===== src/rtl/fp_pkg.sv =====
package fp_pkg;
  localparam int NUM_BTN      = 2;
  localparam int BTN_CLR      = 0;
  localparam int BTN_CONT     = 1;
  localparam int SYNC_DEFAULT = 2;
endpackage


===== src/rtl/fp_contact_latch.sv =====
module fp_contact_latch #(
  parameter int SYNC_STAGES = 2
) (
  input  logic clk_i,
  input  logic rst_ni,
  input  logic make_ni,
  input  logic break_ni,
  output logic pressed_o
);
  logic                   state_q;
  logic [SYNC_STAGES-1:0] sync_q;

  // set/reset element: holds on transit (both high) and on illegal (both low)
  always_ff @(posedge clk_i or negedge rst_ni) begin
    if (!rst_ni)                   state_q <= 1'b0;
    else if (!make_ni && break_ni) state_q <= 1'b1;
    else if (make_ni && !break_ni) state_q <= 1'b0;
  end

  generate
    if (SYNC_STAGES == 1) begin : g_sync1
      always_ff @(posedge clk_i or negedge rst_ni) begin
        if (!rst_ni) sync_q <= '0;
        else         sync_q <= state_q;
      end
    end else begin : g_syncn
      always_ff @(posedge clk_i or negedge rst_ni) begin
        if (!rst_ni) sync_q <= '0;
        else         sync_q <= {sync_q[SYNC_STAGES-2:0], state_q};
      end
    end
  endgenerate

  assign pressed_o = sync_q[SYNC_STAGES-1];


  hold_transit_chk: assert property (@(posedge clk_i) disable iff (!rst_ni)
    (make_ni && break_ni) |=> $stable(state_q));

  hold_illegal_chk: assert property (@(posedge clk_i) disable iff (!rst_ni)
    (!make_ni && !break_ni) |=> $stable(state_q));
endmodule


===== src/rtl/fp_press_pulse.sv =====
module fp_press_pulse (
  input  logic clk_i,
  input  logic rst_ni,
  input  logic level_i,
  input  logic halted_i,
  output logic pulse_o
);
  logic prev_q, pulse_q;

  // history always tracks the level, so a press masked while running is consumed
  always_ff @(posedge clk_i or negedge rst_ni) begin
    if (!rst_ni) begin
      prev_q  <= 1'b0;
      pulse_q <= 1'b0;
    end else begin
      prev_q  <= level_i;
      pulse_q <= level_i & ~prev_q & halted_i;
    end
  end

  assign pulse_o = pulse_q;


  one_cycle_chk: assert property (@(posedge clk_i) disable iff (!rst_ni)
    pulse_q |=> !pulse_q);

  level_held_chk: assert property (@(posedge clk_i) disable iff (!rst_ni)
    pulse_q |-> prev_q);
endmodule


===== src/rtl/fp_run_ctrl.sv =====
module fp_run_ctrl (
  input  logic clk_i,
  input  logic rst_ni,
  input  logic set_i,
  input  logic clr_i,
  input  logic step_i,
  input  logic instr_end_i,
  output logic run_o
);
  logic run_q;

  always_ff @(posedge clk_i or negedge rst_ni) begin
    if (!rst_ni)                    run_q <= 1'b0;
    else if (clr_i)                 run_q <= 1'b0;
    else if (set_i)                 run_q <= 1'b1;
    else if (step_i && instr_end_i) run_q <= 1'b0;
  end

  assign run_o = run_q;


  cont_sets_chk: assert property (@(posedge clk_i) disable iff (!rst_ni)
    (set_i && !clr_i) |=> run_q);

  step_halt_chk: assert property (@(posedge clk_i) disable iff (!rst_ni)
    (step_i && instr_end_i && !set_i) |=> !run_q);

  run_hold_chk: assert property (@(posedge clk_i) disable iff (!rst_ni)
    (run_q && !clr_i && !instr_end_i) |=> run_q);
endmodule


===== src/rtl/fp_ctrl_pulse.sv =====
module fp_ctrl_pulse
  import fp_pkg::*;
#(
  parameter int SYNC_STAGES = SYNC_DEFAULT
) (
  input  logic clk_i,
  input  logic rst_ni,
  input  logic clr_make_ni,
  input  logic clr_break_ni,
  input  logic cont_make_ni,
  input  logic cont_break_ni,
  input  logic step_i,
  input  logic instr_end_i,
  output logic clr_pulse_no,
  output logic clr_pulse_o,
  output logic cont_pulse_no,
  output logic run_o
);
  logic [NUM_BTN-1:0] make_n, break_n, level, pulse;
  logic               run;

  assign make_n[BTN_CLR]   = clr_make_ni;
  assign break_n[BTN_CLR]  = clr_break_ni;
  assign make_n[BTN_CONT]  = cont_make_ni;
  assign break_n[BTN_CONT] = cont_break_ni;

  generate
    for (genvar b = 0; b < NUM_BTN; b++) begin : g_btn
      fp_contact_latch #(.SYNC_STAGES(SYNC_STAGES)) u_latch (
        .clk_i    (clk_i),
        .rst_ni   (rst_ni),
        .make_ni  (make_n[b]),
        .break_ni (break_n[b]),
        .pressed_o(level[b])
      );
      fp_press_pulse u_pulse (
        .clk_i   (clk_i),
        .rst_ni  (rst_ni),
        .level_i (level[b]),
        .halted_i(~run),
        .pulse_o (pulse[b])
      );
    end
  endgenerate

  fp_run_ctrl u_run (
    .clk_i      (clk_i),
    .rst_ni     (rst_ni),
    .set_i      (pulse[BTN_CONT]),
    .clr_i      (pulse[BTN_CLR]),
    .step_i     (step_i),
    .instr_end_i(instr_end_i),
    .run_o      (run)
  );

  assign clr_pulse_o   = pulse[BTN_CLR];
  assign clr_pulse_no  = ~pulse[BTN_CLR];
  assign cont_pulse_no = ~pulse[BTN_CONT];
  assign run_o         = run;


  gated_halt_chk: assert property (@(posedge clk_i) disable iff (!rst_ni)
    (pulse[BTN_CLR] || pulse[BTN_CONT]) |-> !run);

  clr_no_stop_chk: assert property (@(posedge clk_i) disable iff (!rst_ni)
    (run && !instr_end_i) |=> run_o);
endmodule


===== config.mk =====
export PLATFORM = sky130hd
export DESIGN_NAME = fp_ctrl_pulse
export DESIGN_NICKNAME = d
export VERILOG_FILES = /design/src/rtl/fp_pkg.sv /design/src/rtl/fp_contact_latch.sv /design/src/rtl/fp_press_pulse.sv /design/src/rtl/fp_run_ctrl.sv /design/src/rtl/fp_ctrl_pulse.sv
export SDC_FILE = /design/constraint.sdc
export NUM_CORES = 1
export LEC_CHECK = 0
export BUFFER_PORTS_ARGS = -buffer_cell sky130_fd_sc_hd__buf_4
export CORE_AREA = 3 3 40 42
export CTS_BUF_LIST = sky130_fd_sc_hd__clkbuf_4 sky130_fd_sc_hd__clkbuf_8
export DETAILED_ROUTE_END_ITERATION = 6
export DIE_AREA = 0 0 43 45
export GPL_ROUTABILITY_DRIVEN = 0
export GPL_TIMING_DRIVEN = 0
export SLEW_MARGIN = 10
export SYNTH_ARGS = -nofsm -noshare
export SYNTH_HDL_FRONTEND = slang
export SYNTH_SLANG_ARGS = --single-unit

===== constraint.sdc =====
create_clock -name clk_i -period 1.35 [get_ports clk_i]
set_input_delay 0.27 -clock clk_i [delete_from_list [all_inputs] [get_ports clk_i]]
set_output_delay 0.27 -clock clk_i [all_outputs]
set_load 0.005 [all_outputs]

==> metrics.md, run 1 <==
| Metric | Value |
|---|---|
| Fmax | 0.922 GHz |
| Top cell type's share of synthesized area | between 70% and 80% |
| Critical path class | register to output pin |
| Slowest cell on crit path | dfrtp_1 |
| Critical path arrival | between 0.8 and 0.9 ns |
| Number of routed nets with antenna violations | 0 |
| First-pass GRT wire length | 1.06 mm |
| Mapped Nets | 33 |
| Syn. warnings | 0 |
| Die H | about 45 um |
| Final worst slack | between 0.2 and 0.3 ns |
| Hold crit path type | input pin to register |
| Cell Pwr Density | 1460 nW/um^2 |
| Routed len/inst | 9.81 um |
| Gr usage total | 7.95% |
| #FFs+latches synth | 11 |
| Startpoint types | register |
| Postcts setup bufs | 0 |
| Max_slew headroom | between 80 and 90% |
| Max Cap Viol | 0 |
| Min cycle time layout | 1.08 ns |
| Required @ worst endpoint | 1.08 ns |
| Grt ovf | 0 |
| Register area share after synthesis | 75.3% |
| Final Max Tran Viols | 0 |
| Max clock buf depth | 2 |
| Crit-path max FO | 4 |
| CTS tree | done |
| Multi-input logic area | 75.1 um^2 |
| Most frequent cells in the layout | dfrtp_1 (11), buf_4 (11), inv_1 (4), clkbuf_4 (4) |
| Root buffer cell | clkbuf_4 |
| Initial antenna violation count | 0 |
| Post-cts resize count | 0 |
| Area contributors post-synth | dfrtp_1 (75%), ha_1 (6.8%), mux2_2 (6.2%) |
| Vias in the first global route | 260 |
| Fraction of layout cells with a size suffix above 1 | 43.6% |
| Worst-path clk slew | 0.06 ns |
| DR DRC count | 0 |
| Worst-Margin Slew | 0.242 ns |
| Drt initial violations | 0 |
| Area grow syn2layout | 38.7% |
| Post-DP HPWL | 414 um |
| Post-Syn Instances | 23 |
| Via count | 232 |
| Synthesized cell area | 365 um^2 |
| Placed cells | 49 |
| Place WS | between 0.2 and 0.3 ns |
| RSZ-0062 raised after global routing | no |
| TritonCTS Buffers | 3 |
| Core Area | 1280 um^2 |
| Endpoint class of the critical path | output pin |
| Clk Latency, worst-skew pair | 0.26 ns |
| Yosys top cell by area | dfrtp_1 |
| Non-Filler Instances | 54 |
| Max stage delay on crit path | 0.41 ns |
| Width of the die | 43 um |
| Final Setup Violations | 0 |
| IO Count | 12 |
| DRT Pass-1 Iters | 1 |
| Core Rows | 13 |
| Filler cells | 133 |
| CP top delay family | flip-flops |
| Crit path buffers/inverters | 1 |
| Fin Clk Skew | 0.00549 ns |
| Sequential Area | 275 um^2 |
| Leakage power | 0.263 nW |
| NumNets Final | 50 |
| Die area | 1940 um^2 |
| Initial core utilization | 28.4% |
| Crit path cell chain | buf_4 |
| Diode count | 0 |
| Fin. Hold Viols | 0 |
| Count of input and output buffers | 11 |
| H-tree levels | 1 |
| Pin count of the biggest net entering global routing | 12 |
| Status | completed |
| VDD IR max | just over 600 uV |
| Flop-to-flop setup slack | 0.53 ns |
| Final Cycle Share | between 80% and 90% |
| Via-to-Cell Ratio | 4.30 |
| Count of different cell masters after synthesis | 7 |
| WL final | 530 um |
| Setup TNS | 0 ns |
| Syn Area/Cell | approximately 16 um^2 |
| Total clock sinks | 11 |
## synth_stat cells
cell type and count:
a311oi_1 1, dfrtp_1 11, ha_1 2, inv_1 4, mux2_2 2, nor2_1 1
nor3b_1 2
## routing by layer
metal | part of all wire (%) | global-route usage [%] | routed length, um | up-vias
met4 | 0.94 | 9.04 | 5 | 0
met1 | 38 | 8.31 | 200 | 112
met3 | 12 | 2.39 | 66 | 2
met2 | 49 | 12.0 | 258 | 12
li1 | - | - | - | 106
met5 | 0 | 0 | 0 | -
## logic make-up (layout without fill, tap and decap cells)
group / count (synthesis) / count (layout) / share of synthesized area (%)
flip-flops: 11 / 11 / 75.3
buffers and inverters: 4 / 20 / 4.11
AND/OR/NAND/NOR: 3 / 3 / 5.13
adder cells (fa/ha/maj): 2 / 2 / 6.85
multiplexers: 2 / 2 / 6.16
AO/OA/AOI/OAI: 1 / 1 / 2.40
## report_power, final
part	switching (W)	internal, W	leakage, nW	total [W]
clock	0.0000982	0.000134	0.0184	0.000232
sequential	0.0000269	0.000379	0.143	0.000406
combinational	0.0000368	0.0000671	0.102	0.000104
total	0.000162	0.000580	0.263	0.000742
## worst paths after layout
kind                                                       from  cells past startpoint                                   end
max                                     u_run.run_o$_DFFE_PN0P_                      1                                 run_o
min                                                 instr_end_i                      2               u_run.run_o$_DFFE_PN0P_
max reg2reg                             u_run.run_o$_DFFE_PN0P_                      2               u_run.run_o$_DFFE_PN0P_
min reg2reg                g_btn[1].u_latch.sync_q[0]$_DFF_PN0_                      0  g_btn[1].u_latch.sync_q[1]$_DFF_PN0_
max in group asynchronous                                rst_ni                      2  g_btn[1].u_latch.state_q$_DFFE_PN0P_
min in group asynchronous                                rst_ni                      2     g_btn[0].u_pulse.prev_q$_DFF_PN0_
## through the flow
step / util, % / total power [W] / hold WS (ns) / cell area (um^2)
2_1_floorplan: - / 0.000446 / -0.0256 / 365
3_3_place_gp: 36.3 / 0.000510 / 0.103 / 467
3_5_place_dp: 36.3 / 0.000519 / 0.110 / 467
4_1_cts: 39.4 / 0.000761 / 0.213 / 507
5_1_grt: 39.4 / 0.000789 / 0.228 / 507
6_report: 39.4 / 0.000742 / 0.218 / 507
## final cells by class
class | count | area share [%]
clock buffer | 4 | 5.93
inverter | 4 | 2.96
multi-input combinational | 8 | 14.8
sequential | 11 | 54.3
tap | 15 | 3.70
timing repair buffer | 12 | 18.3
## flip-flops by register name, summed over array words and instances, names as in the netlist
| signal | flops |
|---|---|
| g_btn.u_pulse.pulse_o | 2 |
| g_btn.u_pulse.prev_q | 2 |
| u_run.run_o | 1 |
| g_btn.u_latch.sync_q | 4 |
| g_btn.u_latch.state_q | 2 |
## timing repair
item                                    4_1_cts  5_1_grt
hold buffers                                  1        0
endpoints found under the setup margin        0        0
endpoints found under the hold margin        11        0
Power figures use the tool's default switching activity.
==> run 2: changes to the inputs <==
- ABC_AREA: not set -> 1
- clock period: 1.35 -> 0.9 ns (I/O delays scaled with it)
==> run 2 against run 1 <==
  * The run now ends with setup timing left
  * Largest cell class unchanged
  * Count of clock-buffer cells in the layout unchanged
  * Clock power increased by 50%
  * Via count rose by 7.3%
==> metrics.md, run 2 <==
| Metric | Value |
|---|---|
| Status | complete, but fails checks |
| Failing checks | setup timing |
| Most flop-heavy register | g_btn.u_latch.sync_q |
| Fmax | 1.01 GHz |
| Core Rows | 13 (unchanged) |
| Initial core utilization | 29.2% (+0.78 points) |
| Pin count of the biggest net entering global routing | 12 (unchanged) |
| First-pass GRT wire length | 945 um (-10%) |
| IO Count | 12 (unchanged) |
| Initial antenna violation count | 0 (unchanged) |
| Syn Area/Cell | 12.5 um^2 (-21%) |
| Critical path arrival | 0.81 ns (about the same) |
| Required @ worst endpoint | 0.72 ns (-0.36 ns) |
| DR DRC count | 0 (unchanged) |
| Number of routed nets with antenna violations | 0 (unchanged) |
| Max Cap Viol | 0 (unchanged) |
| Max_slew headroom | 89.4% (+5.6 points) |
| Final Cycle Share | 110% |
| Hold Path Stages | 4 (+2) |
| Total clock sinks | 11 (unchanged) |
| #FFs+latches synth | 11 (unchanged) |
| Core Area | 1280 um^2 (unchanged) |
| Routed len/inst | 8.33 um (-15%) |
| Die area | 1940 um^2 (unchanged) |
| Root buffer cell | clkbuf_4 |
| Hold crit path type | input pin to register |
| Hold path start | instr_end_i |
| Via-to-Cell Ratio | 3.95 (-8.0%) |
| Cell with the most instances after synthesis | dfrtp_1 |
| Startpoint types | register |
| Setup TNS | -0.282 ns (-0.282 ns) |
| Leakage power | 0.290 nW (+10%) |
| Post-synth EDFFs | 0 (unchanged) |
| Count of input and output buffers | 11 (unchanged) |
| Worst-path clk slew | 0.07 ns (about the same) |
| Post-Syn Instances | 30 (+30%) |
| Reg2reg path depth | 2 (unchanged) |
| Largest register FFs | 4 (unchanged) |
| Post-synth top cells | dfrtp_1 (11), inv_1 (6), nand2_1 (5) |
| Gr usage total | 6.93% (-1.0 points) |
| Worst-Margin Slew | 0.159 ns (-0.0834 ns) |
| Post-DP HPWL | 403 um (-2.5%) |
| Main synth FF type | dfrtp_1 |
| Diode count | 0 (unchanged) |
| Via count | 249 (+7.3%) |
| Register area share after synthesis | 73.3% (-2.0 points) |
| Synthesized cell area | 375 um^2 (+2.7%) |
| Final Max Tran Viols | 0 (unchanged) |
| DRT Pass-1 Iters | 1 (unchanged) |
| Final Setup Violations | 4 (+4) |
| H-tree levels | 1 (unchanged) |
| TritonCTS Buffers | 3 (unchanged) |
| R2R Path End | g_btn[0].u_pulse.pulse_o$_DFF_PN0_ |
| Area grow syn2layout | 44.7% |
| Endpoint class of the critical path | output pin |
| Cell Pwr Density | 2120 nW/um^2 (+45%) |
| Fin Clk Skew | 0.00237 ns (-0.00312 ns) |
| Min cycle time layout | 0.993 ns |
| Hold WS | 0.185 ns (-0.0327 ns) |
| Max clock buf depth | 2 (unchanged) |
| Syn. warnings | 0 (unchanged) |
| Vias in the first global route | 257 (-1.2%) |
| Most common cell after layout, fill and taps aside | dfrtp_1 |
| Die H | 45 um (unchanged) |
| CTS tree | done |
| WL final | 525 um (-0.94%) |
| Most frequent cells in the layout | dfrtp_1 (11), buf_4 (10), nand2_1 (5), inv_1 (4), clkbuf_4 (4) |
| RR Startpoint | u_run.run_o$_DFFE_PN0P_ |
| Area contributors post-synth | dfrtp_1 (73%), ha_1 (6.7%), inv_1 (6.0%) |
| Top cell type's share of synthesized area | 73.3% (-2.0 points) |
| Count of different cell masters after synthesis | 8 (+1) |
| Width of the die | 43 um (unchanged) |
| Final worst slack | -0.0927 ns (-0.358 ns) |
| Grt ovf | 0 (unchanged) |
| Async set-or-reset flop fraction in the synthesized netlist | 100% (unchanged) |
| Flop-to-flop setup slack | 0.09 ns (-0.44 ns) |
| VDD IR max | 979 uV (+62%) |
| Drt initial violations | 0 (unchanged) |
| NumNets Final | 59 (+18%) |
| Yosys top cell by area | dfrtp_1 |
| Fraction of layout cells with a size suffix above 1 | 39.6% (-4.0 points) |
| RSZ-0062 raised after global routing | yes |
| Fin. Hold Viols | 0 (unchanged) |
| Clk Latency, worst-skew pair | 0.26 ns (about the same) |
| Worst Hold End | u_run.run_o$_DFFE_PN0P_ |
| Mapped Nets | 40 (+21%) |
| Critical path class | register to output pin |
| Crit-path max FO | 3 (-1) |
-- run 2: changes by cell type in the layout (fill, tap and decap cells not counted) --
cell / delta
nand2_1: +5
buf_6: +3
inv_2: +2
mux2_2: -2
o21ai_0: +2
a311oi_1: -1
buf_4: -1
nand3_1: +1
-- run 2: repair_timing --
action | CTS | global route
buffers inserted | 2 | 0
hold endpoints to repair | 11 | 0
resized for setup | 3 | 2
hold buffers | 1 | 0
setup endpoints to repair | 4 | 4
-- run 2: worst max-delay path: stages (launching register included) --
cell	delay (ns)
dfrtp_1	0.40
inv_2	0.07
buf_6	0.09
-- run 2: kinds of logic after synthesis --
group           share of synthesized area [%]
compound gates                           2.67
flops                                    73.3
buf+inv                                  6.00
fa+ha+maj                                6.67
simple gates                             11.3
-- run 2: area by class of cell --
| type | count | area (um^2) |
|---|---|---|
| Fill cell | 124 | 742 |
| Clock buffer | 4 | 30.0 |
| Inverter | 6 | 22.5 |
| Multi-Input combinational cell | 13 | 77.6 |
| Timing Repair Buffer | 14 | 119 |
| Sequential cell | 11 | 275 |
| Tap cell | 15 | 18.8 |
-- run 2: layer usage --
metal	GRT usage [%]	part of all wire, %
met3	2.39	12
met2	11.7	44
met4	5.42	0
met1	7.05	43
met5	0	0
-- run 2: worst max path at each step --
| stage | from | endpoint | slack [ns] | cells after the start |
|---|---|---|---|---|
| after global routing | g_btn[0].u_pulse.pulse_o$_DFF_PN0_ | clr_pulse_no | -0.14 | 2 |
| after global placement | cont_make_ni | g_btn[1].u_latch.state_q$_DFFE_PN0P_ | 0.07 | 5 |
| after floorplan | clr_make_ni | g_btn[0].u_latch.state_q$_DFFE_PN0P_ | 0.17 | 4 |
| after CTS | g_btn[0].u_pulse.pulse_o$_DFF_PN0_ | clr_pulse_no | -0.11 | 2 |
| after detailed placement | clr_make_ni | g_btn[0].u_latch.state_q$_DFFE_PN0P_ | 0.06 | 5 |
| final | g_btn[0].u_pulse.pulse_o$_DFF_PN0_ | clr_pulse_no | -0.09 | 2 |
-- run 2: power by group --
part | switching (W) | leakage [nW] | total, W | internal, W
Sequential | 0.0000345 | 0.144 | 0.000597 | 0.000563
Clock | 0.000146 | 0.0184 | 0.000347 | 0.000201
Combinational | 0.0000742 | 0.127 | 0.000206 | 0.000132
-- run 2: metrics by stage --
stage	cells	power [W]	util [%]	cell area [um^2]	worst slack (ns)
after floorplan	30	0.000658	-	375	0.173
after global placement	56	0.000756	37.1	477	0.0732
after detailed placement	56	0.000761	37.1	477	0.0583
after CTS	63	0.00117	42.0	539	-0.108
after global routing	63	0.00123	42.3	543	-0.140
final	63	0.00115	42.3	543	-0.0927
==> run 3: changes to the inputs <==
- MAX_ROUTING_LAYER: not set -> met4
- SETUP_SLACK_MARGIN: not set -> 0.3
==> run 3 against run 2 <==
  * The flow still finishes with violations (setup timing)
  * Non-clock buffer count up 4
  * Worst hold slack better by 0.028 ns
  * Critical endpoint unchanged
  * Register-to-register slack worse by 0.16 ns
  * Total power up 10%
  * Critical path type unchanged
  * Wire length up 27%
  * Critical path depth unchanged
  * Combinational power up 53%
==> metrics.md, run 3 (synthesis gave the netlist of run 2 again) <==
| Metric | Value |
|---|---|
| Die area | 1940 um^2 (unchanged) |
| DR DRC count | 0 (unchanged) |
| Number of routed nets with antenna violations | 0 (unchanged) |
| Failing checks | setup timing |
| DRT Pass-1 Iters | 2 (+1) |
| Area grow syn2layout | 67.0% |
| Comb pwr share | 24.9% (+7.0 points) |
| Final worst slack | -0.0957 ns (-0.00299 ns) |
| Critical path arrival | 0.82 ns (about the same) |
| Most flop-heavy register | g_btn.u_latch.sync_q |
| Routed len/inst | 9.94 um (+19%) |
| Cell Pwr Density | 2020 nW/um^2 (-4.7%) |
| RSZ-0062 raised after global routing | yes |
| Core Rows | 13 (unchanged) |
| Width of the die | 43 um (unchanged) |
| Most frequent cells in the layout | buf_4 (13), dfrtp_1 (11), clkbuf_4 (4), buf_6 (4) |
| Leakage power | 0.315 nW (+8.8%) |
| Switch share | 23.8% (+1.6 points) |
| Pin count of the biggest net entering global routing | 12 (unchanged) |
| Final Setup Violations | 5 (+1) |
| Sequential power share | 47.3% (-4.6 points) |
| Max Cap Viol | 0 (unchanged) |
| Hold crit path type | input pin to register |
| Clk Latency, worst-skew pair | 0.26 ns (about the same) |
| Via-to-Cell Ratio | 4.22 (+6.9%) |
| Most common cell after layout, fill and taps aside | buf_4 |
| Multi-input logic area | 123 um^2 (+58%) |
| NumNets Final | 63 (+6.8%) |
| Initial antenna violation count | 0 (unchanged) |
| Critical path class | register to output pin |
| Crit-path max FO | 3 (unchanged) |
| Sequential Area | 275 um^2 (unchanged) |
| Die H | 45 um (unchanged) |
| Fmax | 1.00 GHz (-0.30%) |
| TritonCTS Buffers | 3 (unchanged) |
| Gr usage total | 9.53% (+2.6 points) |
| Share of total power in the clock network | 27.8% (-2.4 points) |
| Internal power | 0.000966 W (+7.8%) |
| IO Count | 12 (unchanged) |
| Post-DP HPWL | 434 um (+7.6%) |
| Count of input and output buffers | 11 (unchanged) |
| Worst-Margin Slew | 0.140 ns (-0.0190 ns) |
| Grt ovf | 0 (unchanged) |
| WL final | 666 um (+27%) |
| Filler cells | 132 (+6.5%) |
| Required @ worst endpoint | 0.72 ns (about the same) |
| Fin Clk Skew | 0.000647 ns (-0.00173 ns) |
| Sw power | 0.000301 W (+18%) |
| First-pass GRT wire length | 1.21 mm (+28%) |
| VDD IR max | 848 uV (-13%) |
| Vias in the first global route | 294 (+14%) |
| Endpoint class of the critical path | output pin |
| Worst-path clk slew | 0.06 ns (about the same) |
| Fin. Hold Viols | 0 (unchanged) |
| Drt initial violations | 1 (+1) |
| Core Area | 1280 um^2 (unchanged) |
| Final Max Tran Viols | 0 (unchanged) |
| Root buffer cell | clkbuf_4 |
| Hold WS | 0.213 ns (+0.0285 ns) |
| Status | complete, but fails checks |
| Max_slew headroom | 90.7% (+1.3 points) |
| Place WS | 0.142 ns (+0.0837 ns) |
| Initial core utilization | 29.2% (unchanged) |
| CTS tree | done |
| Diode count | 0 (unchanged) |
| Via count | 283 (+14%) |
| Fraction of layout cells with a size suffix above 1 | 57.7% (+18 points) |
| H-tree levels | 1 (unchanged) |
| Final Cycle Share | 111% (+0.33 points) |
| Total clock sinks | 11 (unchanged) |
| Startpoint types | register |
| Largest register FFs | 4 (unchanged) |
| Max clock buf depth | 2 (unchanged) |
| Min cycle time layout | 0.996 ns (+0.00299 ns) |
==> run 3: changes by cell type in the layout (fill, tap and decap cells not counted), sizes merged <==
cell	delta
buf	+4
==> run 3: per-stage QoR <==
| step | cells | total power [W] | instance area [um^2] | utilization [%] | TNS (ns) |
|---|---|---|---|---|---|
| after global placement | 56 | 0.000773 | 507 | 39.4 | 0 |
| after global routing | 67 | 0.00136 | 627 | 48.8 | -0.650 |
| after floorplan | 30 | 0.000668 | 405 | - | 0 |
| after CTS | 66 | 0.00125 | 612 | 47.6 | -0.429 |
| after detailed placement | 56 | 0.000778 | 507 | 39.4 | 0 |
| final | 67 | 0.00127 | 627 | 48.8 | -0.365 |
==> run 3: per-layer routing <==
metal	track usage (%)	vias to the layer above	routed length [um]
met4	7.23	0	0
met1	9.16	132	261
met2	14.7	12	342
met5	-	-	0
met3	4.78	0	63
li1	-	139	-
==> run 3: critical path, stage by stage, from the launching register on <==
cell	delay, ns
dfrtp_1	0.40
inv_2	0.07
buf_6	0.09
==> run 3: final cells by class <==
cell class                      instances  share of cell area (%)
Clock buffer                            4                    4.79
Inverter                                6                    4.39
Multi-Input combinational cell         13                    19.6
Sequential cell                        11                    43.9
Tap cell                               15                    2.99
Timing Repair Buffer                   18                    24.4
==> run 3: worst paths after layout <==
kind,start,end,slack [ns],cells after the start
max in group asynchronous,rst_ni,g_btn[0].u_latch.sync_q[0]$_DFF_PN0_,0.47,2
worst max register to register,g_btn[0].u_pulse.pulse_o$_DFF_PN0_,u_run.run_o$_DFFE_PN0P_,-0.07,6
min in group asynchronous,rst_ni,g_btn[1].u_pulse.prev_q$_DFF_PN0_,0.29,2
worst max-delay path,g_btn[0].u_pulse.pulse_o$_DFF_PN0_,clr_pulse_no,-0.1,2
worst min register to register,g_btn[1].u_latch.sync_q[0]$_DFF_PN0_,g_btn[1].u_latch.sync_q[1]$_DFF_PN0_,0.35,0
worst min-delay path,instr_end_i,u_run.run_o$_DFFE_PN0P_,0.21,4
==> run 3: timing repair <==
action / in CTS / in global routing
gates resized for setup: 8 / 2
pin swaps: 3 / 0
gates cloned: 0 / 0
buffers inserted: 5 / 1
setup endpoints to repair: 9 / 9
endpoints found under the hold margin: 11 / 0
hold buffers: 1 / 0
==> run 3: power by group through the flow <==
stage / clock [W] / sequential (W) / combinational (W)
after floorplan: 0 / 0.000606 / 0.0000622
after global placement: 0 / 0.000612 / 0.000161
after detailed placement: 0 / 0.000614 / 0.000164
after CTS: 0.000370 / 0.000603 / 0.000278
after global routing: 0.000404 / 0.000606 / 0.000352
final: 0.000352 / 0.000599 / 0.000316
